===== src/rtl/i2ct_pkg.sv =====
package i2ct_pkg;
  localparam int BYTE_W = 8;
  localparam int ADDR_W = 7;
  localparam int STAT_W = 7;

  localparam int SB_DONE = 0;
  localparam int SB_RXR  = 1;
  localparam int SB_TXR  = 2;
  localparam int SB_DIR  = 3;
  localparam int SB_ACC  = 4;
  localparam int SB_GC   = 5;
  localparam int SB_NAK  = 6;

  typedef enum logic [2:0] {
    L_IDLE, L_ADDR, L_RX, L_ACK, L_TX, L_TACK
  } link_t;

  function automatic logic own_hit(input logic [BYTE_W-1:0] b,
                                   input logic [ADDR_W-1:0] own);
    return b[BYTE_W-1:1] == own;
  endfunction

  function automatic logic gcall_hit(input logic [BYTE_W-1:0] b);
    return b == '0;
  endfunction

  function automatic logic [BYTE_W-1:0] tx_pick(input logic valid,
                                                input logic [BYTE_W-1:0] d);
    return valid ? d : '1;
  endfunction
endpackage


===== src/rtl/i2ct_sync.sv =====
module i2ct_sync #(
  parameter int STAGES = 2
) (
  input  logic clk,
  input  logic rst_n,
  input  logic scl_i,
  input  logic sda_i,
  output logic sda_s,
  output logic start_ev,
  output logic stop_ev,
  output logic scl_rise,
  output logic scl_fall
);
  localparam int ST = (STAGES < 2) ? 2 : STAGES;

  logic [ST-1:0] scl_ff, sda_ff;
  logic scl_s, scl_d, sda_d;

  always_ff @(posedge clk or negedge rst_n) begin
    if (!rst_n) begin
      scl_ff <= '1;
      sda_ff <= '1;
      scl_d  <= 1'b1;
      sda_d  <= 1'b1;
    end else begin
      scl_ff <= {scl_ff[ST-2:0], scl_i};
      sda_ff <= {sda_ff[ST-2:0], sda_i};
      scl_d  <= scl_s;
      sda_d  <= sda_s;
    end
  end

  assign scl_s    = scl_ff[ST-1];
  assign sda_s    = sda_ff[ST-1];
  assign start_ev = scl_s & scl_d & sda_d & ~sda_s;
  assign stop_ev  = scl_s & scl_d & ~sda_d & sda_s;
  assign scl_rise = scl_s & ~scl_d;
  assign scl_fall = ~scl_s & scl_d;
endmodule


===== src/rtl/i2ct_link.sv =====
module i2ct_link
  import i2ct_pkg::*;
(
  input  logic              clk,
  input  logic              rst_n,
  input  logic              start_ev,
  input  logic              stop_ev,
  input  logic              scl_rise,
  input  logic              scl_fall,
  input  logic              sda_s,
  input  logic [ADDR_W-1:0] own_addr,
  input  logic [BYTE_W-1:0] tx_byte,
  output logic              sda_oe,
  output logic              addr_own,
  output logic              addr_gc,
  output logic              addr_miss,
  output logic              rw_bit,
  output logic              rx_done,
  output logic [BYTE_W-1:0] rx_byte,
  output logic              tx_load,
  output logic              tx_acked,
  output logic              tx_nacked
);
  localparam int CNT_W = $clog2(BYTE_W + 1);
  localparam logic [CNT_W-1:0] FULL = CNT_W'(BYTE_W);
  localparam logic [CNT_W-1:0] LAST = CNT_W'(BYTE_W - 1);

  link_t             st;
  logic [CNT_W-1:0]  cnt;
  logic [BYTE_W-1:0] sh;
  logic              to_tx;
  logic              byte_in, addr_end, hit_own, hit_gc;

  assign byte_in   = (cnt == FULL);
  assign addr_end  = (st == L_ADDR) && scl_fall && byte_in;
  assign hit_gc    = gcall_hit(sh);
  assign hit_own   = own_hit(sh, own_addr) && !hit_gc;
  assign addr_gc   = addr_end && hit_gc;
  assign addr_own  = addr_end && hit_own;
  assign addr_miss = addr_end && !hit_own && !hit_gc;
  assign rw_bit    = sh[0];
  assign rx_byte   = sh;
  assign rx_done   = (st == L_RX) && scl_fall && byte_in;
  assign tx_load   = scl_fall && (((st == L_ACK) && to_tx) || (st == L_TACK));
  assign tx_acked  = (st == L_TACK) && scl_rise && !sda_s;
  assign tx_nacked = (st == L_TACK) && scl_rise && sda_s;

  always_ff @(posedge clk or negedge rst_n) begin
    if (!rst_n) begin
      st     <= L_IDLE;
      cnt    <= '0;
      sh     <= '0;
      to_tx  <= 1'b0;
      sda_oe <= 1'b0;
    end else if (start_ev) begin
      st     <= L_ADDR;
      cnt    <= '0;
      sda_oe <= 1'b0;
    end else if (stop_ev) begin
      st     <= L_IDLE;
      sda_oe <= 1'b0;
    end else begin
      unique case (st)
        L_ADDR, L_RX: begin
          if (scl_rise && !byte_in) begin
            sh  <= {sh[BYTE_W-2:0], sda_s};
            cnt <= cnt + 1'b1;
          end else if (scl_fall && byte_in) begin
            if ((st == L_RX) || hit_own || hit_gc) begin
              sda_oe <= 1'b1;
              st     <= L_ACK;
              to_tx  <= (st == L_ADDR) && hit_own && sh[0];
            end else begin
              st <= L_IDLE;
            end
          end
        end
        L_ACK: begin
          if (scl_fall) begin
            cnt <= '0;
            if (to_tx) begin
              sh     <= tx_byte;
              sda_oe <= !tx_byte[BYTE_W-1];
              st     <= L_TX;
            end else begin
              sda_oe <= 1'b0;
              st     <= L_RX;
            end
          end
        end
        L_TX: begin
          if (scl_fall) begin
            if (cnt == LAST) begin
              sda_oe <= 1'b0;
              st     <= L_TACK;
            end else begin
              sh     <= {sh[BYTE_W-2:0], 1'b0};
              sda_oe <= !sh[BYTE_W-2];
              cnt    <= cnt + 1'b1;
            end
          end
        end
        L_TACK: begin
          if (scl_rise && sda_s) begin
            st <= L_IDLE;
          end else if (scl_fall) begin
            sh     <= tx_byte;
            sda_oe <= !tx_byte[BYTE_W-1];
            cnt    <= '0;
            st     <= L_TX;
          end
        end
        default: ;
      endcase
    end
  end
endmodule


===== src/rtl/i2c_target_flags.sv =====
module i2c_target_flags
  import i2ct_pkg::*;
#(
  parameter int SYNC_STAGES = 2
) (
  input  logic              clk,
  input  logic              rst_n,
  input  logic [ADDR_W-1:0] own_addr,
  input  logic              scl_i,
  input  logic              sda_i,
  output logic              sda_oe,
  input  logic              thr_wr,
  input  logic [BYTE_W-1:0] thr_data,
  input  logic              rhr_rd,
  output logic [BYTE_W-1:0] rhr_data,
  output logic [STAT_W-1:0] status
);
  logic sda_s, start_ev, stop_ev, scl_rise, scl_fall;
  logic addr_own, addr_gc, addr_miss, rw_bit, rx_done;
  logic tx_load, tx_acked, tx_nacked, tx_answered, thr_wr_ok;
  logic [BYTE_W-1:0] rx_byte, tx_byte, thr_q;
  logic thr_valid, in_flight;
  logic f_done, f_rxr, f_txr, f_dir, f_acc, f_gc, f_nak;

  i2ct_sync #(.STAGES(SYNC_STAGES)) u_sync (
    .clk(clk), .rst_n(rst_n), .scl_i(scl_i), .sda_i(sda_i),
    .sda_s(sda_s), .start_ev(start_ev), .stop_ev(stop_ev),
    .scl_rise(scl_rise), .scl_fall(scl_fall)
  );

  i2ct_link u_link (
    .clk(clk), .rst_n(rst_n), .start_ev(start_ev), .stop_ev(stop_ev),
    .scl_rise(scl_rise), .scl_fall(scl_fall), .sda_s(sda_s),
    .own_addr(own_addr), .tx_byte(tx_byte), .sda_oe(sda_oe),
    .addr_own(addr_own), .addr_gc(addr_gc), .addr_miss(addr_miss),
    .rw_bit(rw_bit), .rx_done(rx_done), .rx_byte(rx_byte),
    .tx_load(tx_load), .tx_acked(tx_acked), .tx_nacked(tx_nacked)
  );

  assign tx_byte     = tx_pick(thr_valid, thr_q);
  assign thr_wr_ok   = thr_wr && !(f_txr && f_nak);
  assign tx_answered = tx_acked || tx_nacked;

  // holding registers
  always_ff @(posedge clk or negedge rst_n) begin
    if (!rst_n) begin
      thr_q     <= '0;
      thr_valid <= 1'b0;
      in_flight <= 1'b0;
      rhr_data  <= '0;
    end else begin
      if (tx_load) begin
        in_flight <= thr_valid;
        thr_valid <= 1'b0;
      end else if (tx_answered) begin
        in_flight <= 1'b0;
      end
      if (thr_wr_ok) begin
        thr_q     <= thr_data;
        thr_valid <= 1'b1;
      end
      if (rx_done) rhr_data <= rx_byte;
    end
  end

  // status flags
  always_ff @(posedge clk or negedge rst_n) begin
    if (!rst_n) begin
      f_done <= 1'b1;
      f_rxr  <= 1'b0;
      f_txr  <= 1'b1;
      f_dir  <= 1'b0;
      f_acc  <= 1'b0;
      f_gc   <= 1'b0;
      f_nak  <= 1'b0;
    end else begin
      if (start_ev) f_done <= 1'b0;
      else if (stop_ev || addr_miss) f_done <= 1'b1;

      if (rx_done) f_rxr <= 1'b1;
      else if (rhr_rd) f_rxr <= 1'b0;

      if (thr_wr_ok) f_txr <= 1'b0;
      else if (tx_answered && in_flight && !thr_valid) f_txr <= 1'b1;

      if (addr_own) f_dir <= rw_bit;

      if (addr_own) f_acc <= 1'b1;
      else if (stop_ev || tx_nacked || addr_miss) f_acc <= 1'b0;

      if (addr_gc) f_gc <= 1'b1;
      else if (start_ev || stop_ev) f_gc <= 1'b0;

      if (tx_nacked) f_nak <= 1'b1;
      else if (start_ev || addr_own) f_nak <= 1'b0;
    end
  end

  always_comb begin
    status         = '0;
    status[SB_DONE] = f_done;
    status[SB_RXR]  = f_rxr;
    status[SB_TXR]  = f_txr;
    status[SB_DIR]  = f_dir;
    status[SB_ACC]  = f_acc;
    status[SB_GC]   = f_gc;
    status[SB_NAK]  = f_nak;
  end
endmodule


===== config.mk =====
export PLATFORM = sky130hd
export DESIGN_NAME = i2c_target_flags
export DESIGN_NICKNAME = d
export VERILOG_FILES = /design/src/rtl/i2ct_pkg.sv /design/src/rtl/i2ct_sync.sv /design/src/rtl/i2ct_link.sv /design/src/rtl/i2c_target_flags.sv
export SDC_FILE = /design/constraint.sdc
export NUM_CORES = 1
export LEC_CHECK = 0
export BUFFER_PORTS_ARGS = -buffer_cell sky130_fd_sc_hd__buf_2
export CORE_MARGIN = 2
export CORE_UTILIZATION = 57
export CTS_CLUSTER_SIZE = 24
export DETAILED_ROUTE_END_ITERATION = 16
export GPL_TIMING_DRIVEN = 0
export PLACE_DENSITY = 0.79
export SLEW_MARGIN = 10
export SYNTH_ARGS = -nofsm -noshare
export SYNTH_HDL_FRONTEND = slang
export SYNTH_SLANG_ARGS = --single-unit

===== constraint.sdc =====
create_clock -name clk -period 2.2 [get_ports clk]
set_input_delay 0 -clock clk [delete_from_list [all_inputs] [get_ports clk]]
set_output_delay 0 -clock clk [all_outputs]
set_load 0.005 [all_outputs]

==> report_table.html, run 1 <==
<table>
<tr><th>Metric</th><th>Value</th></tr>
<tr><th colspan="2">Global routing</th></tr>
<tr><td>First-pass GRT wire length</td><td>9910 um</td></tr>
<tr><td>Tot GR Track Use</td><td>24.6%</td></tr>
<tr><td>Number of global-route vias before repair</td><td>around 2100</td></tr>
<tr><td>Number of antenna violations at the first check in global routing</td><td>0</td></tr>
<tr><td>Pin count of the biggest net entering global routing</td><td>49</td></tr>
<tr><td>Grt ovf</td><td>0</td></tr>
<tr><th colspan="2">Finish</th></tr>
<tr><td>Sequential cell area</td><td>1210 um^2</td></tr>
<tr><td>Number of diodes added for antenna fixing</td><td>0</td></tr>
<tr><td>Net total in the final layout</td><td>337</td></tr>
<tr><td>Utilization after layout</td><td>a little over two thirds</td></tr>
<tr><td>Filler Cells Inserted</td><td>331</td></tr>
<tr><td>Layout cells sized above 1</td><td>between 20% and 30%</td></tr>
<tr><td>Layout overhead on the synthesized area</td><td>18.4%</td></tr>
<tr><td>Area of combinational cells with multiple inputs</td><td>roughly 1200 um^2</td></tr>
<tr><td>Number of non-filler instances in the completed layout</td><td>roughly 370</td></tr>
<tr><th colspan="2">Timing</th></tr>
<tr><td>Number of endpoints with negative hold slack in the final report</td><td>0</td></tr>
<tr><td>Final critical path time including I/O delays and setup</td><td>2.03 ns</td></tr>
<tr><td>Maximum achievable frequency</td><td>493 MHz</td></tr>
<tr><td>Worst Max-Slew Pin Slew</td><td>around 1.0 ns</td></tr>
<tr><td>Final clock period utilization by the worst path</td><td>92.2%</td></tr>
<tr><td>Max-slew violation count</td><td>0</td></tr>
<tr><td>Crit path setup slack, layout</td><td>0.171 ns</td></tr>
<tr><td>Final total negative setup slack</td><td>0 ns</td></tr>
<tr><td>Worst slew margin</td><td>30.0%</td></tr>
<tr><td>Setup violators final</td><td>0</td></tr>
<tr><td>RSZ-0062 raised after global routing</td><td>no</td></tr>
<tr><td>Post-Route Skew</td><td>0.00599 ns</td></tr>
<tr><th colspan="2">Place</th></tr>
<tr><td>Pre-CTS setup slack</td><td>0.180 ns</td></tr>
<tr><td>Port Buffer Count</td><td>36</td></tr>
<tr><td>Weighted congestion reported at the end of routability-driven placement</td><td>0.858</td></tr>
<tr><td>Detail Placement HPWL</td><td>4120 um</td></tr>
<tr><td>Cell total after placement</td><td>347</td></tr>
<tr><th colspan="2">Pwr</th></tr>
<tr><td>Maximum vdd ir drop</td><td>785 uV</td></tr>
<tr><td>Standby leakage power</td><td>0.00144 uW</td></tr>
<tr><td>Pwr per Cell Area</td><td>1090 nW/um^2</td></tr>
<tr><th colspan="2">Routing</th></tr>
<tr><td>Routed WL per cell</td><td>16.0 um</td></tr>
<tr><td>DRT antenna net count</td><td>0</td></tr>
<tr><td>Count of unresolved DRC violations after routing</td><td>0</td></tr>
<tr><td>Starting DRT DRC Count</td><td>173</td></tr>
<tr><td>Detailed-route wire length</td><td>5860 um</td></tr>
<tr><td>Via count</td><td>2132</td></tr>
<tr><td>Drt first pass iters</td><td>4</td></tr>
<tr><td>Via density</td><td>5.81</td></tr>
<tr><th colspan="2">Logic synthesis</th></tr>
<tr><td>Synthesized Nets</td><td>282</td></tr>
<tr><td>Biggest area contributors in the synthesized netlist</td><td>dfrtp_1 (39%), dfstp_2 (8.1%), o21ai_0 (3.9%)</td></tr>
<tr><td>Syn_area_per_cell</td><td>10.0 um^2</td></tr>
<tr><td>Library cell occupying the most area in the post-synthesis netlist</td><td>dfrtp_1</td></tr>
<tr><td>Number of flops mapped to enable cells by yosys</td><td>0</td></tr>
<tr><td>Most used standard cell by instance count after synthesis</td><td>dfrtp_1</td></tr>
<tr><td>Sequential element share of the synthesized area</td><td>46.6%</td></tr>
<tr><td>Area of the mapped netlist</td><td>2600 um^2</td></tr>
<tr><td>Flip-flop cell with the highest count after synthesis</td><td>dfrtp_1</td></tr>
<tr><td>Post-synthesis cell count</td><td>259</td></tr>
<tr><td>Yosys Warn Count</td><td>0</td></tr>
<tr><td>Most numerous cell types in the synthesized netlist</td><td>dfrtp_1 (40), nand2_1 (24), o21ai_0 (20), nor2_1 (16), inv_1 (15)</td></tr>
<tr><td>Post-synthesis sequential element count</td><td>48</td></tr>
<tr><td>Synth top area share</td><td>38.5%</td></tr>
<tr><td>Post-synth ARST share</td><td>100%</td></tr>
<tr><td>Synth cell types</td><td>59</td></tr>
<tr><th colspan="2">Floorplan</th></tr>
<tr><td>Number of standard-cell rows in the floorplan</td><td>24</td></tr>
<tr><td>Die X-Extent</td><td>71.5 um</td></tr>
<tr><td>Ports placed on the boundary</td><td>37</td></tr>
<tr><td>Full die area</td><td>a little over 5000 um^2</td></tr>
<tr><td>Core outline area</td><td>4380 um^2</td></tr>
<tr><td>Effective utilization at floorplan</td><td>59.2%</td></tr>
<tr><td>Overall die height</td><td>71.5 um</td></tr>
<tr><th colspan="2">Critical path</th></tr>
<tr><td>Worst path slowest cell</td><td>dfrtp_1</td></tr>
<tr><td>Cell count along the critical path</td><td>5</td></tr>
<tr><td>Worst path cell trace</td><td>ha_1 -&gt; nor4bb_2 -&gt; o32ai_2 -&gt; nand3_2 -&gt; mux2_1</td></tr>
<tr><td>Sort of element at the end of the critical path</td><td>flop</td></tr>
<tr><td>Worst-case register-to-register setup slack</td><td>~0.17 ns</td></tr>
<tr><td>Maximum cell stage delay along the critical path</td><td>between 0.4 and 0.5 ns</td></tr>
<tr><td>Number of buffer and inverter stages on the critical path</td><td>0</td></tr>
<tr><td>Worst Path Max Fanout</td><td>8</td></tr>
<tr><td>Arrival @ worst endpoint</td><td>2.21 ns</td></tr>
<tr><td>CP top delay family</td><td>simple AND/OR/NAND/NOR gates</td></tr>
<tr><td>Critical path type</td><td>flop to flop</td></tr>
<tr><td>Worst Reg-to-Reg Cells</td><td>5</td></tr>
<tr><td>Critical path launch point type</td><td>flop</td></tr>
<tr><td>CP required</td><td>approximately 2.4 ns</td></tr>
<tr><th colspan="2">CTS</th></tr>
<tr><td>Cell chosen for the clock root</td><td>clkbuf_8</td></tr>
<tr><td>Worst-skew pair later-pin latency</td><td>0.29 ns</td></tr>
<tr><td>Total number of clock tree sinks</td><td>48</td></tr>
<tr><td>CTS H-tree depth</td><td>2</td></tr>
<tr><td>Clock transition at the registers of the reported paths</td><td>0.09 ns</td></tr>
<tr><td>TritonCTS buffer count</td><td>5</td></tr>
<tr><td>Clock Tree Buf Depth</td><td>2</td></tr>
<tr><td>Clock tree from TritonCTS</td><td>yes</td></tr>
<tr><th colspan="2">Flow run</th></tr>
<tr><td>Max-cap check violation count</td><td>0</td></tr>
<tr><th colspan="2">Run status</th></tr>
<tr><td>Result of the run</td><td>completed</td></tr>
<tr><th colspan="2">Worst hold path</th></tr>
<tr><td>Worst hold path stage count</td><td>4</td></tr>
<tr><td>Classification of the worst-slack hold path</td><td>input pin to flop</td></tr>
</table>
==> placed cells by master, fill, tap and decap left out, types with 4 or more instances in the layout <==
master          n
dlygate4sd3_1  12
dfstp_2         8
inv_1          15
nor2_1         16
a31oi_1         8
a211oi_1        4
dfrtp_1        40
o21ai_0        20
nor2b_1         6
xor2_1          8
buf_2          43
clkbuf_1        5
mux2_2          6
nand2b_1        5
buf_4           7
mux2_1          7
clkbuf_8        5
nand3_1         6
nand2_1        24
a21oi_1         7
mux2i_1         5
o22ai_1         4
==> repair_timing <==
item	CTS	global route
endpoints found under the setup margin	0	5
setup buffers	0	0
endpoints found under the hold margin	51	0
hold buffers	12	0
gates resized for setup	0	1
==> registers in the layout, indices dropped and copies added (netlist names), 2 cells and up <==
| register | count |
|---|---|
| u_sync.scl_ff | 2 |
| rhr_data | 8 |
| u_link.st | 3 |
| u_link.cnt | 4 |
| u_link.rx_byte | 8 |
| u_sync.sda_ff | 2 |
| thr_q | 8 |
==> logic make-up after synthesis <==
family | Yosys count | share of synthesized area [%]
AOI/OAI and AO/OA | 66 | 17.5
adders and majority gates | 3 | 1.35
xor gates and xnor gates | 9 | 3.03
muxes | 18 | 7.56
and+or+nand+nor | 79 | 17.1
DFF | 48 | 46.6
buffers and inverters | 36 | 6.89
==> report_power, final <==
part / internal, uW / switching (uW)
sequential: 1070 / 203
combinational: 636 / 820
clock: 338 / 291
total: 2050 / 1310
==> metrics by stage <==
step           hold WS (ns)  power, uW  cell area [um^2]
6_report              0.195       3360              3080
5_1_grt               0.233       3580              3080
3_5_place_dp          0.107       2690              2840
4_1_cts               0.180       3340              3070
2_1_floorplan        -0.296       2340              2600
3_3_place_gp          0.105       2650              2840
==> area by class of cell <==
cell class | count | area share [%]
Multi-Input combinational cell | 175 | 39.4
Sequential cell | 48 | 39.4
Timing Repair Buffer | 48 | 9.76
Buffer | 20 | 3.86
Clock buffer | 6 | 2.36
Tap cell | 52 | 2.11
Inverter | 16 | 1.95
Clock inverter | 2 | 1.14
==> worst register-to-register path: stages (launching register included) <==
cell and delay (ns):
dfrtp_1 0.45, ha_1 0.27, nor4bb_2 0.20, o32ai_2 0.32, nand3_2 0.28, mux2_1 0.40
==> worst paths after layout <==
kind,startpoint,to
max reg2reg,u_link.cnt[0],u_link.rx_byte[3]
max in group asynchronous,rst_n,thr_q[1]
max,u_link.cnt[0],u_link.rx_byte[3]
min,thr_wr,thr_q[0]
min reg2reg,u_sync.scl_ff[0],u_sync.scl_ff[1]
min in group asynchronous,rst_n,u_link.st[0]
==> routing by layer <==
metal | GRT usage, % | part of all wire (%) | vias to the layer above
met5 | 0 | 0 | -
met3 | 4.22 | 5.1 | 9
met2 | 41.9 | 49 | 67
li1 | - | - | 1022
met4 | 4.40 | 0.97 | 0
met1 | 33.6 | 45 | 1034
Power figures use the tool's default switching activity.
==> run 2, diff against run 1 <==
--- a/config.mk
+++ b/config.mk
@@ -15,4 +15,5 @@
 export SLEW_MARGIN = 10
 export SYNTH_ARGS = -nofsm -noshare
 export SYNTH_HDL_FRONTEND = slang
+export SYNTH_HIERARCHICAL = 1
 export SYNTH_SLANG_ARGS = --single-unit
==> report_table.html, run 2 <==
<table>
<tr><th>Metric</th><th>Value</th></tr>
<tr><th colspan="2">Run status</th></tr>
<tr><td>Result of the run</td><td>finished, violations left</td></tr>
<tr><td>Violated checks</td><td>setup timing</td></tr>
<tr><th colspan="2">Logic synthesis</th></tr>
<tr><td>Biggest area contributors in the synthesized netlist</td><td>dfrtp_1 (39%), mux2_2 (10%), dfstp_2 (8.1%)</td></tr>
<tr><td>Area of the mapped netlist</td><td>2600 um^2</td></tr>
<tr><td>Library cell occupying the most area in the post-synthesis netlist</td><td>dfrtp_1</td></tr>
<tr><td>Post-synthesis sequential element count</td><td>between 40 and 50</td></tr>
<tr><td>Syn_area_per_cell</td><td>roughly 10 um^2</td></tr>
<tr><td>Most used standard cell by instance count after synthesis</td><td>dfrtp_1</td></tr>
<tr><td>Yosys Warn Count</td><td>6</td></tr>
<tr><td>Sequential element share of the synthesized area</td><td>46.7%</td></tr>
<tr><td>Most numerous cell types in the synthesized netlist</td><td>dfrtp_1 (40), nand2_1 (29), mux2_2 (24), nor2_1 (16), nand3_1 (10)</td></tr>
<tr><td>Post-synthesis cell count</td><td>between 200 and 250</td></tr>
<tr><td>Flip-flop cell with the highest count after synthesis</td><td>dfrtp_1</td></tr>
<tr><td>Number of flops mapped to enable cells by yosys</td><td>0</td></tr>
<tr><td>Synth cell types</td><td>55</td></tr>
<tr><td>Post-synth ARST share</td><td>between 90% and 100%</td></tr>
<tr><td>Synthesized Nets</td><td>between 200 and 300</td></tr>
<tr><td>Synth top area share</td><td>approximately two fifths</td></tr>
<tr><th colspan="2">Timing</th></tr>
<tr><td>Final clock period utilization by the worst path</td><td>100%</td></tr>
<tr><td>Number of endpoints with negative hold slack in the final report</td><td>0</td></tr>
<tr><td>Post-Route Skew</td><td>0.00389 ns</td></tr>
<tr><td>Worst slew margin</td><td>29.4%</td></tr>
<tr><td>Worst Max-Slew Pin Slew</td><td>1.06 ns</td></tr>
<tr><td>Final total negative setup slack</td><td>-0.00883 ns</td></tr>
<tr><td>Max-slew violation count</td><td>0</td></tr>
<tr><td>Crit path setup slack, layout</td><td>-0.00883 ns</td></tr>
<tr><td>RSZ-0062 raised after global routing</td><td>yes</td></tr>
<tr><td>Maximum achievable frequency</td><td>453 MHz</td></tr>
<tr><td>Final critical path time including I/O delays and setup</td><td>between 2 and 2.5 ns</td></tr>
<tr><td>Setup violators final</td><td>1</td></tr>
<tr><th colspan="2">Finish</th></tr>
<tr><td>Number of non-filler instances in the completed layout</td><td>about 360</td></tr>
<tr><td>Layout cells sized above 1</td><td>37.1%</td></tr>
<tr><td>Area of combinational cells with multiple inputs</td><td>1260 um^2</td></tr>
<tr><td>Filler Cells Inserted</td><td>310</td></tr>
<tr><td>Net total in the final layout</td><td>332</td></tr>
<tr><td>Layout overhead on the synthesized area</td><td>22.2%</td></tr>
<tr><td>Commonest cells after routing, fill and taps aside</td><td>buf_2 (40), dfrtp_1 (40), nand2_1 (29)</td></tr>
<tr><td>Sequential cell area</td><td>1210 um^2</td></tr>
<tr><td>Number of diodes added for antenna fixing</td><td>0</td></tr>
<tr><th colspan="2">CTS</th></tr>
<tr><td>TritonCTS buffer count</td><td>5</td></tr>
<tr><td>Worst-skew pair later-pin latency</td><td>0.30 ns</td></tr>
<tr><td>Clock transition at the registers of the reported paths</td><td>0.09 ns</td></tr>
<tr><td>CTS H-tree depth</td><td>2</td></tr>
<tr><td>Clock tree from TritonCTS</td><td>yes</td></tr>
<tr><td>Cell chosen for the clock root</td><td>clkbuf_8</td></tr>
<tr><td>Total number of clock tree sinks</td><td>48</td></tr>
<tr><td>Clock Tree Buf Depth</td><td>2</td></tr>
<tr><th colspan="2">Place</th></tr>
<tr><td>Port Buffer Count</td><td>36</td></tr>
<tr><td>Cell total after placement</td><td>337</td></tr>
<tr><td>Detail Placement HPWL</td><td>between 3000 and 4000 um</td></tr>
<tr><td>Pre-CTS setup slack</td><td>-0.137 ns</td></tr>
<tr><td>Weighted congestion reported at the end of routability-driven placement</td><td>0.898</td></tr>
<tr><th colspan="2">Floorplan</th></tr>
<tr><td>Core outline area</td><td>4380 um^2</td></tr>
<tr><td>Die X-Extent</td><td>between 70 and 80 um</td></tr>
<tr><td>Full die area</td><td>about 5000 um^2</td></tr>
<tr><td>Number of standard-cell rows in the floorplan</td><td>24</td></tr>
<tr><td>Overall die height</td><td>71.5 um</td></tr>
<tr><td>Ports placed on the boundary</td><td>37</td></tr>
<tr><td>Effective utilization at floorplan</td><td>between 50% and 60%</td></tr>
<tr><th colspan="2">Global routing</th></tr>
<tr><td>Number of global-route vias before repair</td><td>1997</td></tr>
<tr><td>Grt ovf</td><td>0</td></tr>
<tr><td>Tot GR Track Use</td><td>22.8%</td></tr>
<tr><td>First-pass GRT wire length</td><td>approximately 9100 um</td></tr>
<tr><td>Number of antenna violations at the first check in global routing</td><td>0</td></tr>
<tr><td>Pin count of the biggest net entering global routing</td><td>49</td></tr>
<tr><th colspan="2">Routing</th></tr>
<tr><td>Via density</td><td>5.69</td></tr>
<tr><td>Detailed-route wire length</td><td>5760 um</td></tr>
<tr><td>Via count</td><td>2058</td></tr>
<tr><td>Drt first pass iters</td><td>5</td></tr>
<tr><td>Routed WL per cell</td><td>15.9 um</td></tr>
<tr><td>Starting DRT DRC Count</td><td>~250</td></tr>
<tr><td>Count of unresolved DRC violations after routing</td><td>0</td></tr>
<tr><td>DRT antenna net count</td><td>0</td></tr>
<tr><th colspan="2">Critical path</th></tr>
<tr><td>Worst Reg-to-Reg Cells</td><td>6</td></tr>
<tr><td>Sort of element at the end of the critical path</td><td>flop</td></tr>
<tr><td>Arrival @ worst endpoint</td><td>2.39 ns</td></tr>
<tr><td>Worst Path Max Fanout</td><td>4</td></tr>
<tr><td>Critical path type</td><td>flop to flop</td></tr>
<tr><td>CP required</td><td>2.38 ns</td></tr>
<tr><td>Critical path launch point type</td><td>flop</td></tr>
<tr><th colspan="2">Worst hold path</th></tr>
<tr><td>Worst hold path stage count</td><td>3</td></tr>
<tr><td>Classification of the worst-slack hold path</td><td>input pin to flop</td></tr>
<tr><th colspan="2">Flow run</th></tr>
<tr><td>Max-cap check violation count</td><td>0</td></tr>
<tr><th colspan="2">Pwr</th></tr>
<tr><td>Pwr per Cell Area</td><td>777 nW/um^2</td></tr>
<tr><td>Standby leakage power</td><td>around 0.0015 uW</td></tr>
<tr><td>Maximum vdd ir drop</td><td>546 uV</td></tr>
</table>
run 2: cell types whose count changed after synthesis, sizes merged, moves of 6 or more:
cell / before / now
o21ai: 23 / 10
a31oi: 8 / 2
mux2: 13 / 25
xor2: 8 / 2
xnor2: 1 / 7
inv: 16 / 8
run 2: worst paths after layout:
path                            slack, ns              from          endpoint
worst max-delay path               -0.009      u_sync/scl_d             f_dir
worst min-delay path                 0.19            thr_wr         thr_valid
worst max register to register     -0.009      u_sync/scl_d             f_dir
worst min register to register       0.36  u_sync/sda_ff[0]  u_sync/sda_ff[1]
max in group asynchronous            1.12             rst_n       rhr_data[4]
min in group asynchronous            0.43             rst_n      u_link/st[1]
run 2: kinds of logic (layout without fill, tap and decap cells):
logic type	Yosys count	in the layout	share of synthesized area [%]
buf+inv	25	86	5.69
xor+xnor	9	9	3.04
fa+ha+maj	2	2	0.964
compound gates	40	40	11.8
simple gates	100	100	21.1
mux	25	25	10.8
flops	48	48	46.7
run 2: cell type report:
cell class                 instances  area share, %
buffer                            17           3.71
clock buffer                       6           2.29
clock inverter                     2           1.89
inverter                           8          0.947
multi-input combinational        176           39.9
sequential                        48           38.2
tap                               52           2.05
timing repair buffer              53           11.0
run 2: repair_timing:
item | in CTS | in global routing
endpoints found under the hold margin | 51 | 0
hold buffers | 12 | 0
buffers inserted | 2 | 3
endpoints found under the setup margin | 11 | 10
gates resized for setup | 2 | 7
pin swaps | 2 | 3
run 2: worst max-delay path, stage by stage, from the launching register on:
cell and delay [ns]:
dfstp_2 0.56, and2b_2 0.19, nand4b_1 0.16, or4_4 0.61, nor2_4 0.11, and2_4 0.16, mux2_4 0.30
run 2: power by group:
part           switching (uW)  internal [uW]
sequential                167           1020
clock                     286            454
combinational             245            293
run 2: routing by layer:
layer	vias to the layer above	share of wire (%)	global-route usage (%)
li1	994	-	-
met1	1003	45	29.7
met2	57	51	38.2
met3	4	4.0	4.78
met4	0	0.69	7.76
met5	-	0	0
run 2: per-stage QoR:
stage / util [%] / hold WS (ns) / power (uW) / cell area (um^2)
after floorplan: - / -0.296 / 1530 / 2600
after global placement: 64.8 / 0.105 / 1670 / 2840
after detailed placement: 64.8 / 0.106 / 1700 / 2840
after CTS: 71.3 / 0.187 / 2460 / 3130
after global routing: 72.3 / 0.198 / 2600 / 3170
final: 72.3 / 0.192 / 2460 / 3170
